<file path="config.mk">
export PLATFORM = sky130hd
export DESIGN_NAME = convres_bytes
export DESIGN_NICKNAME = d
export VERILOG_FILES = /design/src/rtl/convres_bytes.sv
export SDC_FILE = /design/constraint.sdc
export NUM_CORES = 1
export LEC_CHECK = 0
export BUFFER_PORTS_ARGS = -buffer_cell sky130_fd_sc_hd__buf_2
export CAP_MARGIN = 20
export CELL_PAD_IN_SITES_DETAIL_PLACEMENT = 1
export CELL_PAD_IN_SITES_GLOBAL_PLACEMENT = 2
export CORE_MARGIN = 2
export CORE_UTILIZATION = 27
export DETAILED_ROUTE_END_ITERATION = 8
export PLACE_DENSITY = 0.81
export SYNTH_ARGS = -nofsm -noshare
export SYNTH_HDL_FRONTEND = slang
export SYNTH_SLANG_ARGS = --single-unit
export TNS_END_PERCENT = 30
</file>
<file path="constraint.sdc">
create_clock -name clk -period 2.9 [get_ports clk]
set_input_delay 0.435 -clock clk [delete_from_list [all_inputs] [get_ports clk]]
set_output_delay 0.435 -clock clk [all_outputs]
set_load 0.02 [all_outputs]
</file>
<file path="src/rtl/convres_bytes.sv">
module convres_bytes #(
  parameter int RES_W  = 10,
  parameter int BYTE_W = 8
) (
  input  logic              clk,
  input  logic              rst_n,
  input  logic              conv_done,
  input  logic [RES_W-1:0]  conv_data,
  input  logic              left_align,
  input  logic              rd_lo,
  input  logic              rd_hi,
  output logic [BYTE_W-1:0] rd_data,
  output logic              lost
);
  localparam int EXTRA = RES_W - BYTE_W;
  localparam int PAD   = BYTE_W - EXTRA;

  logic [RES_W-1:0]  res;
  logic              locked;
  logic              take, drop;
  logic [BYTE_W-1:0] hi_byte, lo_byte;

  assign take = conv_done && !rd_lo && (!locked || rd_hi);
  assign drop = conv_done && !take;

  always_ff @(posedge clk) begin
    if (!rst_n) begin
      res    <= '0;
      locked <= 1'b0;
      lost   <= 1'b0;
    end else begin
      if (take) res <= conv_data;
      if (rd_lo)      locked <= 1'b1;
      else if (rd_hi) locked <= 1'b0;
      if (drop)       lost <= 1'b1;
      else if (rd_hi) lost <= 1'b0;
    end
  end

  assign hi_byte = left_align ? res[RES_W-1 -: BYTE_W]
                              : {{PAD{1'b0}}, res[RES_W-1:BYTE_W]};
  assign lo_byte = left_align ? {res[EXTRA-1:0], {PAD{1'b0}}}
                              : res[BYTE_W-1:0];

  assign rd_data = rd_hi ? hi_byte : (rd_lo ? lo_byte : '0);
endmodule

</file>
==> run summary <==
The average detailed-routed wire length per instance was 12.9 µm. Across all layers, the routed design uses 580 vias. The worst setup path is launched from a primary input.

The count of unique library cells instantiated by Yosys is 15, and the sum of overflow across all layers after global routing is 0. Buffers placed on the I/O ports in this run total 24. The routed wire length came out at 1590 µm. Setup violations remaining at the end of the flow were counted as 0. The first global-routing pass estimated 2460 µm of wire.

The root buffer cell chosen for the clock tree is sky130_fd_sc_hd__clkbuf_4. From left edge to right edge, the die measures 52.0 µm. The tools report the number of top-level pins as 25. Along the worst path, the maximum fanout reaches 6.

The repair_antennas step left the layout with diodes totalling 0. The clock tree buffer depth is 2. Setup repair after global routing left no endpoint under its margin.

The post-route worst setup slack is 1120 ps. The effective utilization at floorplan was 28.4%; the peak supply drop was 0.000229 V. At the end of the flow the core is filled with cells to 36.4%.

Measured against its own limit, the worst slew margin works out to 73.5%. The share of the cycle needed by the critical path after routing was 61.4%. The tools report the weighted congestion reported at the end of routability-driven placement as 0.691. For the hold violation count in the final report, the log shows 0.

During synthesis, Yosys emitted a total of 0 warnings. The tools report the total iterations of the first detailed-routing run as 4. The net total in the final layout is 112, and the clock insertion delay at the later pin of the skew report is 280 ps.

The post-route minimum period came out at 1780 ps. The total count of max-transition violations in the final report is 0. The run gives 71 as the number of cells produced by synthesis. TritonCTS built the clock tree.

The die covers 2710 µm². Sequential cells were found to cover 38.6% of the synthesized design area. The setup check on the worst reg-to-reg path leaves a slack of 1740 ps. Before CTS, the worst setup slack after placement is 1110 ps. The path class of the tightest hold or removal check is in -> reg.

The run gives 1 as the CTS H-tree depth. The tools report the critical path data arrival time as 1340 ps. Global routing used 13.0% of the available tracks.

The library cell used most frequently in the layout, excluding fill and tap cells, is sky130_fd_sc_hd__buf_2. For the final database, setup skew stands at 10.6 ps. The number of sinks on the clock net is 12, and the count of max-cap constraint violations is 0. Summed over all failing endpoints, the final setup total negative slack is 0 ps. For the number of resized instances in the post-cts repair step, the log shows 0. After detailed routing, the number of remaining DRC violations is 0.

The flow ran to the end, and the final reports show no timing, DRC or antenna violations. The run gives 87 as the number of nets in the synthesized netlist. Based on the critical path, the design can be clocked at up to 562 MHz. The logs give 0.368 nW for the static leakage and 0 for the post-detailed-route count of antenna-violating nets. The run gives 2470 ps as the critical path required time.

The detailed placer's ending HPWL was 1200 µm; the mean area per synthesized cell was 8.78 µm². In this run the post-CTS setup repair buffer count came out at 0. In the routed layout, each cell is associated on average with a via count of 4.72. In this run the vertical extent of the chip is 52.0 µm. Category of the most critical setup path: in -> out. The run gives 2190 µm² as the area of the core. In the layout the commonest cells are sky130_fd_sc_hd__buf_2, sky130_fd_sc_hd__nand2_1, sky130_fd_sc_hd__mux2i_1, sky130_fd_sc_hd__dfxtp_1, sky130_fd_sc_hd__a22o_1. The finished cells cover 798 µm². Counting the buffers created by CTS gives 3. For this design the ratio of total power to cell area is 471 nW/µm². The number of cell rows is 17. For the pin with the worst max-slew slack, the measured transition is 396 ps. Clock-pin slew was measured on the worst setup and hold paths at 90 ps. After synthesis the netlist holds a flip-flop and latch count of 12.

The tools report the iteration-0 DRC count of the detailed router as 7. The combined area of all synthesized cells was 623 µm²; the share of final-layout standard cells stronger than drive strength 1 was 34.7%. Summing all placed instances gives a cell area of 762 µm². Category of the worst setup path capture point: an output pin. The hold-fix buffer count after cts is 0, and the largest net degree at the start of global routing is 23. The number of antenna violations at the first check in global routing was 0. From synthesis to final layout, the design area changed by 28.1%. The number of global-route vias before repair was 560.
==> Yosys cell counts <==
library cell	n	area share (%)
sky130_fd_sc_hd__nand2b_1	1	1.0
sky130_fd_sc_hd__buf_2	1	0.80
sky130_fd_sc_hd__nand2_1	23	14
sky130_fd_sc_hd__o21a_1	1	1.2
sky130_fd_sc_hd__mux2i_1	12	19
sky130_fd_sc_hd__o21ai_0	3	2.4
sky130_fd_sc_hd__buf_4	1	1.2
sky130_fd_sc_hd__nor2b_1	1	1.0
sky130_fd_sc_hd__and2_1	2	2.0
sky130_fd_sc_hd__clkbuf_1	3	1.8
sky130_fd_sc_hd__mux2_2	2	3.6
sky130_fd_sc_hd__a21oi_1	1	0.80
sky130_fd_sc_hd__nor3b_2	2	4.0
sky130_fd_sc_hd__dfxtp_1	12	39
sky130_fd_sc_hd__a22o_1	6	8.4
==> final timing paths <==
check	startpoint	end	depth (start not counted)
setup / recovery	left_align	rd_data[2]	4
setup reg to reg	locked	res[8]	4
hold / removal	conv_data[4]	res[4]	3
hold reg to reg	res[5]	res[5]	2
==> kinds of logic after synthesis <==
kind of cell,Yosys count,share of synthesized area [%]
AND/OR/NAND/NOR,29,21.9
flip-flops,12,38.6
buffers and inverters,5,3.81
AO/OA/AOI/OAI,11,12.9
multiplexers,14,22.9
==> layout make-up <==
cell class	instances	area [µm²]
flip-flops and latches	12	240
multi-input cells	54	359
repair buffers	25	128
fillers	270	1390
well taps	28	35.0
clock buffers	4	36.3
==> layer usage <==
| metal | up-vias | part of all wire (%) | track usage, % |
|---|---|---|---|
| met4 | 0 | 2.9 | 9.21 |
| met1 | 267 | 43 | 15.1 |
| li1 | 291 | - | - |
| met2 | 17 | 48 | 21.1 |
| met5 | - | 0 | 0 |
| met3 | 5 | 5.5 | 2.87 |
==> sequential cells by signal, indices dropped and copies added (netlist names) <==
signal	flops
res	10
lost	1
locked	1
==> through the flow <==
step | cells | hold WS (ps) | total power, W
2_1_floorplan | 71 | 444 | 0.000221
3_3_place_gp | 119 | 466 | 0.000242
3_5_place_dp | 119 | 475 | 0.000244
4_1_cts | 123 | 386 | 0.000385
5_1_grt | 123 | 390 | 0.000400
6_report | 123 | 390 | 0.000376
==> where the power goes <==
group | internal (W) | switching (W)
combinational | 0.0000271 | 0.0000315
sequential | 0.000174 | 0.00000674
clock | 0.0000764 | 0.0000605
total | 0.000277 | 0.0000987
==> critical path, cell delays in order <==
cell and delay (ps):
sky130_fd_sc_hd__buf_2 140, sky130_fd_sc_hd__nor3b_2 390, sky130_fd_sc_hd__a22o_1 210, sky130_fd_sc_hd__buf_2 160
Power figures use the tool's default switching activity.
